`config.mk`:
```
export PLATFORM = sky130hd
export DESIGN_NAME = blkfrm_top
export DESIGN_NICKNAME = d
export VERILOG_FILES = /design/src/rtl/blkfrm_pkg.sv /design/src/rtl/blkfrm_lencheck.sv /design/src/rtl/blkfrm_hshk.sv /design/src/rtl/blkfrm_count.sv /design/src/rtl/blkfrm_top.sv
export SDC_FILE = /design/constraint.sdc
export NUM_CORES = 1
export LEC_CHECK = 0
export BUFFER_PORTS_ARGS = -buffer_cell sky130_fd_sc_hd__buf_2
export CORE_MARGIN = 2
export CORE_UTILIZATION = 64
export CTS_CLUSTER_SIZE = 25
export DETAILED_ROUTE_END_ITERATION = 8
export PLACE_DENSITY = 0.88
export SLEW_MARGIN = 20
export SYNTH_ARGS = -nofsm -noshare
export SYNTH_HDL_FRONTEND = slang
export SYNTH_HIERARCHICAL = 1
export SYNTH_SLANG_ARGS = --single-unit
```
`constraint.sdc`:
```
create_clock -name clk -period 72.7 [get_ports clk]
set_input_delay 3.635 -clock clk [delete_from_list [all_inputs] [get_ports clk]]
set_output_delay 3.635 -clock clk [all_outputs]
set_load 0.005 [all_outputs]
```
`src/rtl/blkfrm_pkg.sv`:
```
package blkfrm_pkg;
  localparam int LEN_W   = 12;
  localparam int MIN_LEN = 12;
  localparam int MAX_LEN = 3240;

  typedef logic [LEN_W-1:0] len_t;

  // True when l = 12 * 2^a * 3^b * 5^c and l <= MAX_LEN
  function automatic logic len_supported(input len_t l);
    len_t q;
    if (l < len_t'(MIN_LEN) || l > len_t'(MAX_LEN) || (l % len_t'(12)) != '0)
      return 1'b0;
    q = l / len_t'(12);
    for (int i = 0; i < 9; i++)
      if (q[0] == 1'b0) q = q >> 1;
    for (int i = 0; i < 5; i++)
      if ((q % len_t'(3)) == '0) q = q / len_t'(3);
    for (int i = 0; i < 4; i++)
      if ((q % len_t'(5)) == '0) q = q / len_t'(5);
    return q == len_t'(1);
  endfunction
endpackage

```
`src/rtl/blkfrm_lencheck.sv`:
```
module blkfrm_lencheck
  import blkfrm_pkg::*;
(
  input  len_t len,
  output logic ok
);
  always_comb ok = len_supported(len);
endmodule

```
`src/rtl/blkfrm_hshk.sv`:
```
module blkfrm_hshk (
  input  logic clk,
  input  logic rst,
  input  logic kern_busy,
  input  logic in_valid,
  output logic in_ready,
  output logic accept
);
  logic ready_r;
  logic ready_prev;

  always_ff @(posedge clk) begin
    if (rst) begin
      ready_r    <= 1'b0;
      ready_prev <= 1'b0;
    end else begin
      ready_r    <= ~kern_busy;
      ready_prev <= ready_r;
    end
  end

  assign in_ready = ready_r;
  assign accept   = in_valid & ready_prev;

  // an accepted beat needs the ready advertised in the prior cycle
  p_accept_prior_ready_r2: assert property (@(posedge clk) disable iff (rst)
    accept |-> $past(in_ready));
endmodule

```
`src/rtl/blkfrm_count.sv`:
```
module blkfrm_count
  import blkfrm_pkg::*;
#(
  parameter int LANES = 3
) (
  input  logic clk,
  input  logic rst,
  input  logic accept,
  input  logic in_sop,
  input  logic in_eop,
  input  len_t in_len,
  input  logic len_ok,
  output logic start,
  output logic mid,
  output logic last,
  output len_t frame_len,
  output logic err
);
  localparam len_t STEP = len_t'(LANES);

  logic hunting;
  len_t cnt;
  len_t len_q;
  len_t nxt;
  logic bad;

  always_comb begin
    start     = accept & hunting & in_sop & len_ok;
    bad       = accept & hunting & in_sop & ~len_ok;
    mid       = accept & ~hunting;
    nxt       = cnt + STEP;
    last      = mid & (nxt == len_q);
    frame_len = start ? in_len : len_q;
  end

  always_ff @(posedge clk) begin
    if (rst) begin
      hunting <= 1'b1;
      cnt     <= '0;
      len_q   <= '0;
      err     <= 1'b0;
    end else begin
      if (bad) err <= 1'b1;
      if (start) begin
        hunting <= 1'b0;
        cnt     <= STEP;
        len_q   <= in_len;
      end else if (mid) begin
        cnt <= nxt;
        if (last) hunting <= 1'b1;
      end
    end
  end

  // inside a block the count never reaches the captured length
  p_cnt_bound_r7: assert property (@(posedge clk) disable iff (rst)
    !hunting |-> (cnt < len_q));
  // the error flag never clears outside reset
  p_err_sticky_r6: assert property (@(posedge clk) disable iff (rst)
    err |=> err);
  // end-of-packet on a non-final beat leaves the block open
  p_eop_no_end_r8: assert property (@(posedge clk) disable iff (rst)
    (accept && in_eop && !hunting && !last) |=> !hunting);
endmodule

```
`src/rtl/blkfrm_top.sv`:
```
module blkfrm_top
  import blkfrm_pkg::*;
#(
  parameter int LANES = 3,
  parameter int DW    = 16,
  localparam int BW   = LANES * DW
) (
  input  logic             clk,
  input  logic             rst,
  input  logic             kern_busy,
  input  logic             in_valid,
  output logic             in_ready,
  input  logic             in_sop,
  input  logic             in_eop,
  input  logic [LEN_W-1:0] in_len,
  input  logic [BW-1:0]    in_re,
  input  logic [BW-1:0]    in_im,
  output logic             out_valid,
  output logic             out_first,
  output logic             out_last,
  output logic [LEN_W-1:0] out_len,
  output logic [BW-1:0]    out_re,
  output logic [BW-1:0]    out_im,
  output logic             len_err
);
  logic accept, len_ok, start, mid, last;
  len_t frame_len;

  generate
    if (LANES != 1 && LANES != 3) begin : g_bad_lanes
      initial $error("LANES must be 1 or 3");
    end
  endgenerate

  blkfrm_hshk u_hshk (
    .clk(clk), .rst(rst), .kern_busy(kern_busy),
    .in_valid(in_valid), .in_ready(in_ready), .accept(accept)
  );

  blkfrm_lencheck u_lchk (.len(in_len), .ok(len_ok));

  blkfrm_count #(.LANES(LANES)) u_cnt (
    .clk(clk), .rst(rst), .accept(accept), .in_sop(in_sop),
    .in_eop(in_eop), .in_len(in_len), .len_ok(len_ok),
    .start(start), .mid(mid), .last(last),
    .frame_len(frame_len), .err(len_err)
  );

  always_ff @(posedge clk) begin
    if (rst) begin
      out_valid <= 1'b0;
      out_first <= 1'b0;
      out_last  <= 1'b0;
      out_len   <= '0;
    end else begin
      out_valid <= start | mid;
      out_first <= start;
      out_last  <= last;
      if (start | mid) out_len <= frame_len;
    end
  end

  always_ff @(posedge clk) begin
    if (start | mid) begin
      out_re <= in_re;
      out_im <= in_im;
    end
  end

  // busy three cycles back blocks any output now
  p_busy_blocks_r3: assert property (@(posedge clk) disable iff (rst)
    out_valid |-> !$past(kern_busy, 3));
  // an opening output beat always carries a supported length
  p_first_len_ok_r5: assert property (@(posedge clk) disable iff (rst)
    out_first |-> len_supported(out_len));
  // strobes only on valid beats
  p_strobe_valid_r10: assert property (@(posedge clk) disable iff (rst)
    (out_first || out_last) |-> out_valid);
  // a block is never opened and closed on the same beat
  p_first_not_last_r7: assert property (@(posedge clk) disable iff (rst)
    out_first |-> !out_last);
endmodule

```
### Word level (Yosys, flattened, before mapping)

Cells that the tools add are included.

| storage, ports and cells | value |
|---|---|
| bits of input ports | 114 |
| flip-flop bits (word level) | 139 |
| memories kept | 0 |
| bits in latches | 0 |
| word-level logic and storage cells | 110 |
| memory bits (read-only) | 0 |
| bits in writable memories | 0 |
| output and inout port bits | 113 |

| cells by class | value |
|---|---|
| reduce and logical (&&, ||, !) cells | 16 |
| equality and inequality tests | 2 |
| bitwise gates (word level) | 11 |
| multiplexer cells | 45 |
| multiply operators | 0 |
| shifts and indexed selects | 0 |
| $lt $le $gt $ge | 2 |
| add/subtract/negate cells | 1 |
| divide/modulo/power cells | 20 |

Operators with widths:

| operator | count |
|---|---|
| 12-bit 2-to-1 mux | 37 |
| 12-bit zero test | 9 |
| 12-bit by 2-bit divider with 12-bit output, second input constant | 5 |
| 12-bit by 2-bit modulo with 12-bit output, second input constant | 5 |
| 12-bit by 3-bit divider with 12-bit output, second input constant | 4 |
| 12-bit by 3-bit modulo with 12-bit output, second input constant | 4 |
| 12-bit by 2-bit adder with 12-bit output, second input constant | 1 |
| 12-bit by 4-bit divider with 12-bit output, second input constant | 1 |
| 12-bit by 1-bit == test with 1-bit output, second input constant | 1 |
| 12-bit == test | 1 |
| 12-bit greater-than comparator, second input constant | 1 |
| 12-bit by 4-bit less-than comparator with 1-bit output, second input constant | 1 |
| 12-bit by 4-bit modulo with 12-bit output, second input constant | 1 |
| 12-bit nonzero test | 1 |
| 1-bit AND | 7 |
| 1-bit 2-to-1 mux | 6 |
| 2-bit 2-to-1 mux | 2 |
| 2-bit nonzero test | 2 |
| 1-bit NOT | 3 |
| 1-bit logical OR | 2 |
| 2-bit AND reduction | 1 |
| 2-bit OR reduction | 1 |
| 1-bit bitwise OR | 1 |

### Logic depth before layout (Yosys ltp)

| depth | value |
|---|---|
| depth in word-level cells | 62 |
| mapped depth | 214 |
| gate-level depth less buffers | 193 |

### Modules after synthesis

Netlist, hierarchy kept.

By module, submodules not included:

| module | area each (µm²) | times used | sequential area each (µm²) | cells each |
|---|---|---|---|---|
| blkfrm_lencheck | 10,841.6 | 1 | 0.0 | 1,647 |
| blkfrm_top | 3,460.8 | 1 | 3,183.1 | 157 |
| blkfrm_count | 1,477.7 | 1 | 520.5 | 189 |
| blkfrm_hshk | 56.3 | 1 | 40.0 | 5 |

### Least setup slack after synthesis

Ideal clock, no wire load.

| timing | value |
|---|---|
| path kind | input to register |
| start | input in_len[9] |
| end | register out_im[0] (enable) |
| arrival time | 43.217 ns |
| path buffers | 16 |
| slack | 29.033 ns |
| data required time | 72.250 ns |
| stages on the path | 202 |
| setup time | 0.450 ns |
| path through | buf_4 -> or3b_1 -> a31o_1 -> o22ai_2 -> or2_1 -> buf_4 -> a211oi_1 -> a311o_1 -> and3_1 -> buf_4 -> a221oi_2 -> a211o_1 -> buf_4 -> mux2i_1 -> nor3_1 -> nor3_2 -> inv_1 -> ha_1 -> (+166 left out) -> xnor2_1 -> ha_1 -> nand2b_1 -> a21oi_1 -> xnor2_1 -> ha_1 -> or2b_1 -> or4_1 -> o221a_1 -> mux2i_1 -> a311oi_1 -> o21bai_1 -> nand4_1 -> inv_1 -> buf_1 -> clkbuf_1 -> nor2_1 -> inv_1 |

| on the way | value |
|---|---|
| longest elaborated chain between the ends | 59 |
| elaborated cells on any way between the ends | 75 |
| classes of those cells | 20 x div; 2 x order compare; 1 x eq/ne; 38 x mux; 2 x bitwise; 12 x reduce/logical |

Ends and longest elaborated chain:

| element | RTL line | RTL |
|---|---|---|
| start, declared | blkfrm_top.sv:15 | `input logic [LEN_W-1:0] in_len,` |
| 12-bit by 4-bit divider with 12-bit output | blkfrm_pkg.sv:13 | `q = l / len_t'(12);` |
| 12-bit 2-to-1 mux | blkfrm_pkg.sv:15 | `if (q[0] == 1'b0) q = q >> 1;` |
| 12-bit 2-to-1 mux | blkfrm_pkg.sv:13 |  |
| 12-bit 2-to-1 mux | blkfrm_pkg.sv:15 |  |
| 12-bit 2-to-1 mux | blkfrm_pkg.sv:13 |  |
| 12-bit 2-to-1 mux | blkfrm_pkg.sv:15 |  |
| 12-bit 2-to-1 mux | blkfrm_pkg.sv:13 |  |
| 12-bit 2-to-1 mux | blkfrm_pkg.sv:15 |  |
| (+45 left out) | - |  |
| 12-bit 2-to-1 mux | blkfrm_pkg.sv:19 | `if ((q % len_t'(5)) == '0) q = q / len_t'(5);` |
| 12-bit 2-to-1 mux | blkfrm_pkg.sv:13 |  |
| 12-bit by 1-bit == test with 1-bit output | blkfrm_pkg.sv:20 | `return q == len_t'(1);` |
| 1-bit 2-to-1 mux (*) | blkfrm_pkg.sv:13 |  |
| via len_ok | blkfrm_top.sv:26 | `logic accept, len_ok, start, mid, last;` |
| 1-bit AND (*) | blkfrm_count.sv:28 | `start = accept & hunting & in_sop & len_ok;` |
| via start | blkfrm_top.sv:26 |  |
| 1-bit bitwise OR (*) | blkfrm_top.sv:64 | `if (start \| mid) begin` |
| end signal, assigned | blkfrm_top.sv:66 | `out_im <= in_im;` |
| end, declared | blkfrm_top.sv:23 | `output logic [BW-1:0] out_im,` |

The timed path passes the listed nets; every way through them passes the cells marked *. The select of a mux whose other input is x is not followed.
A chain may end at the register's enable or synchronous reset.

### Worst setup path in the final report

| timing | value |
|---|---|
| start | input in_len[7] |
| end | register out_re[2] (enable) |

| on the way | value |
|---|---|
| longest elaborated chain between the ends | 59 |
| elaborated cells on any way between the ends | 75 |
| classes of those cells | 20 x div; 2 x order compare; 1 x eq/ne; 38 x mux; 2 x bitwise; 12 x reduce/logical |

Ends and longest elaborated chain:

| element | RTL line | RTL |
|---|---|---|
| 12-bit by 4-bit divider with 12-bit output | blkfrm_pkg.sv:13 |  |
| 12-bit 2-to-1 mux | blkfrm_pkg.sv:15 |  |
| 12-bit 2-to-1 mux | blkfrm_pkg.sv:13 |  |
| 12-bit 2-to-1 mux | blkfrm_pkg.sv:15 |  |
| 12-bit 2-to-1 mux | blkfrm_pkg.sv:13 |  |
| 12-bit 2-to-1 mux | blkfrm_pkg.sv:15 |  |
| 12-bit 2-to-1 mux | blkfrm_pkg.sv:13 |  |
| 12-bit 2-to-1 mux | blkfrm_pkg.sv:15 |  |
| (+45 left out) | - |  |
| 12-bit 2-to-1 mux | blkfrm_pkg.sv:19 |  |
| 12-bit 2-to-1 mux | blkfrm_pkg.sv:13 |  |
| 12-bit by 1-bit == test with 1-bit output | blkfrm_pkg.sv:20 |  |
| 1-bit 2-to-1 mux (*) | blkfrm_pkg.sv:13 |  |
| via len_ok | blkfrm_top.sv:26 |  |
| 1-bit AND (*) | blkfrm_count.sv:28 |  |
| via start | blkfrm_top.sv:26 |  |
| 1-bit bitwise OR (*) | blkfrm_top.sv:64 |  |
| end signal, assigned | blkfrm_top.sv:65 | `out_re <= in_re;` |
| end, declared | blkfrm_top.sv:22 | `output logic [BW-1:0] out_re,` |

Marked as above.

==> results.toml <==
[status]
status = "completed"

[synth]
synth_commonest_cells = "nand2_1, nor2_1, a21oi_1"
synth-edff-count = 96
ys_async_sr_fraction_pct = 0
synth_cell_types = 140
yosysSeqAreaShare_pct = 23.64
synthCells = 1998
yosys_warnings = 6
ys_top_cells_by_area = "edfxtp_1, dfxtp_1, nand2_1"
syn_area_sq_mm = 0.01584
syn-mean-instance-area_sq_um = 7.926
ys.flop_type = "edfxtp_1"
synth_top_area_share_pct = 18.20
ys_seq_elements = 139
synth.most_common_cell = "nand2_1"
syn_nets = 2148
yosys.area.top_type = "edfxtp_1"

[die]
rows = 57
coreArea_sq_mm = 0.02432
die_y_microns = 161.3
die_area_sq_mm = 0.02602
io_pins = 227
chipWidth_microns = 161.3
initial_utilization_pct = 65.12

[critical_path]
cp_max_fo = 96
path_buf_inv = 19
path_common_cell = "ha_1"
cp.required_ns = 72.73
critical-path-max-stage-delay_ns = 1.07
critPathLaunchType = "input pin"
critical_path_class = "in -> reg"
cp_data_arrival_time_ns = 52.60
critical-path-top-delay-family = "compound AO/OA/AOI/OAI gates"
cpMaxStageDelayCell = "inv_1"
worstSetupEndpointType = "register"

[sta]
max-slew-margin-rel_pct = 29.08
setup_viol = 0
worst_pin_slew_ns = 1.063
rsz0062_at_grt = "no"
final.period_utilization_pct = 72.31
min_period_ns = 52.57
fin_hold_ws_ns = 0.4737
maxSlewViolCount = 0
fin_tns_setup_ns = 0
hold_violations = 0
skew_ns = 0.01745
fmax_mhz = 19.02

[cts]
cts_made_buffers = 17
cts_setup_buffers = 0
cts_num_sinks = 139
cts_buffer_depth = 2
ctsHtreeMaxLevel = 4
cts_resized = 0
cts.clk_slew.worst_paths_ns = 0.07
clk_root_buffer_cell = "clkbuf_16"
postCtsHoldBufs = 0
tritoncts = "built"
clk_latency_ns = 0.42

[detailed_routing]
post-route-drc-count = 0
first_iter_violations = 2210
detail-route-antenna-nets = 0
vias = 17160
wl_per_cell_microns = 19.07
avgViaCountPerCell = 6.890
wl_mm = 47.47
dr.pass1.iters = 6

[grt]
grt_pass1_wl_mm = 75.96
antenna_found_initial = 2
grt_use_total_pct = 34.87
grt_pass1_vias = 15330
grt_max_degree = 97
grt-ovfl-total = 0

[flow_run]
cap_violations = 0

[hold_path]
hold_path.class = "reg -> reg"

[finish]
nets = 2301
drive_gt1_share_pct = 19.41
fillerInstances = 1903
area_growth_pct = 9.457

[place]
hpwlAfterDp_mm = 34.47
place.gp.congestion = 0.9392
port_buffers = 225
-- layout make-up --
class	count	area [sq um]	share of cell area (%)
timing repair buffer	236	1212	6.994
multi-input combinational	1678	11040	63.71
tap	324	405.4	2.339
antenna	2	5.005	0.02887
inverter	79	300.3	1.732
clock buffer	17	425.4	2.454
clock inverter	15	197.7	1.140
sequential	139	3744	21.60
-- state kept, by name (all words and copies together), names as in the netlist --
register           count
out_first              1
out_im                48
out_last               1
out_len               12
out_re                48
out_valid              1
u_cnt/cnt             12
u_cnt/err              1
u_cnt/hunting          1
u_cnt/len_q           12
u_hshk/in_ready        1
u_hshk/ready_prev      1
-- routing by layer --
| layer | vias up | GRT usage (%) | wire [microns] |
|---|---|---|---|
| li1 | 7964 | - | - |
| met1 | 8056 | 45.47 | 19460 |
| met2 | 985 | 58.28 | 22670 |
| met3 | 149 | 5.624 | 3784 |
| met4 | 2 | 13.23 | 1556 |
| met5 | - | 0 | 11 |
-- placed cells by master, fill, tap and decap left out, types with 50 or more instances in the layout --
cell type | synthesis | routed
nand2_1 | 222 | 222
nor2_1 | 213 | 213
nor3_1 | 62 | 62
xnor2_1 | 54 | 54
buf_2 | 18 | 225
nand3_1 | 50 | 50
edfxtp_1 | 96 | 96
inv_1 | 70 | 69
o21ai_0 | 108 | 108
a21oi_1 | 153 | 153
-- worst register-to-register path, stage by stage (launching register included) --
cell	delay, ns
dfxtp_1	0.30
and2_1	0.15
nand4_1	0.62
inv_1	1.07
nor2_1	0.18
clkinv_2	0.09
buf_6	0.62
-- final timing paths --
check                                       start                end  slack, ns  cells past startpoint
worst max-delay path                    in_len[7]          out_re[2]      20.13                    189
worst min register to register    u_hshk/in_ready  u_hshk/ready_prev       0.47                      1
worst min-delay path              u_hshk/in_ready  u_hshk/ready_prev       0.47                      1
worst max register to register  u_hshk/ready_prev          out_re[2]      69.16                      6
-- through the flow --
stage,instances,utilization [%],cell area [sq um],setup WS (ns)
global route,2489,71.27,17330,16.68
CTS,2488,71.24,17330,21.03
global placement,2456,68.68,16700,22.24
floorplan,1998,-,15840,29.03
finish,2490,71.28,17330,20.13
detailed placement,2456,68.68,16700,21.01
-- logic make-up (layout without fill, tap and decap cells) --
| group | count (synthesis) | after routing | share of synthesized area, % |
|---|---|---|---|
| DFF | 139 | 139 | 23.64 |
| adders and majority gates | 37 | 37 | 2.907 |
| buffers and inverters | 181 | 347 | 6.700 |
| other | 0 | 2 | 0 |
| and+or+nand+nor | 789 | 789 | 25.09 |
| muxes | 68 | 68 | 4.835 |
| xor gates and xnor gates | 69 | 69 | 3.863 |
| AOI/OAI and AO/OA | 715 | 715 | 32.97 |
Power is not shown: default switching activity piles up to over one toggle a cycle in this logic, so the estimate is an artifact.
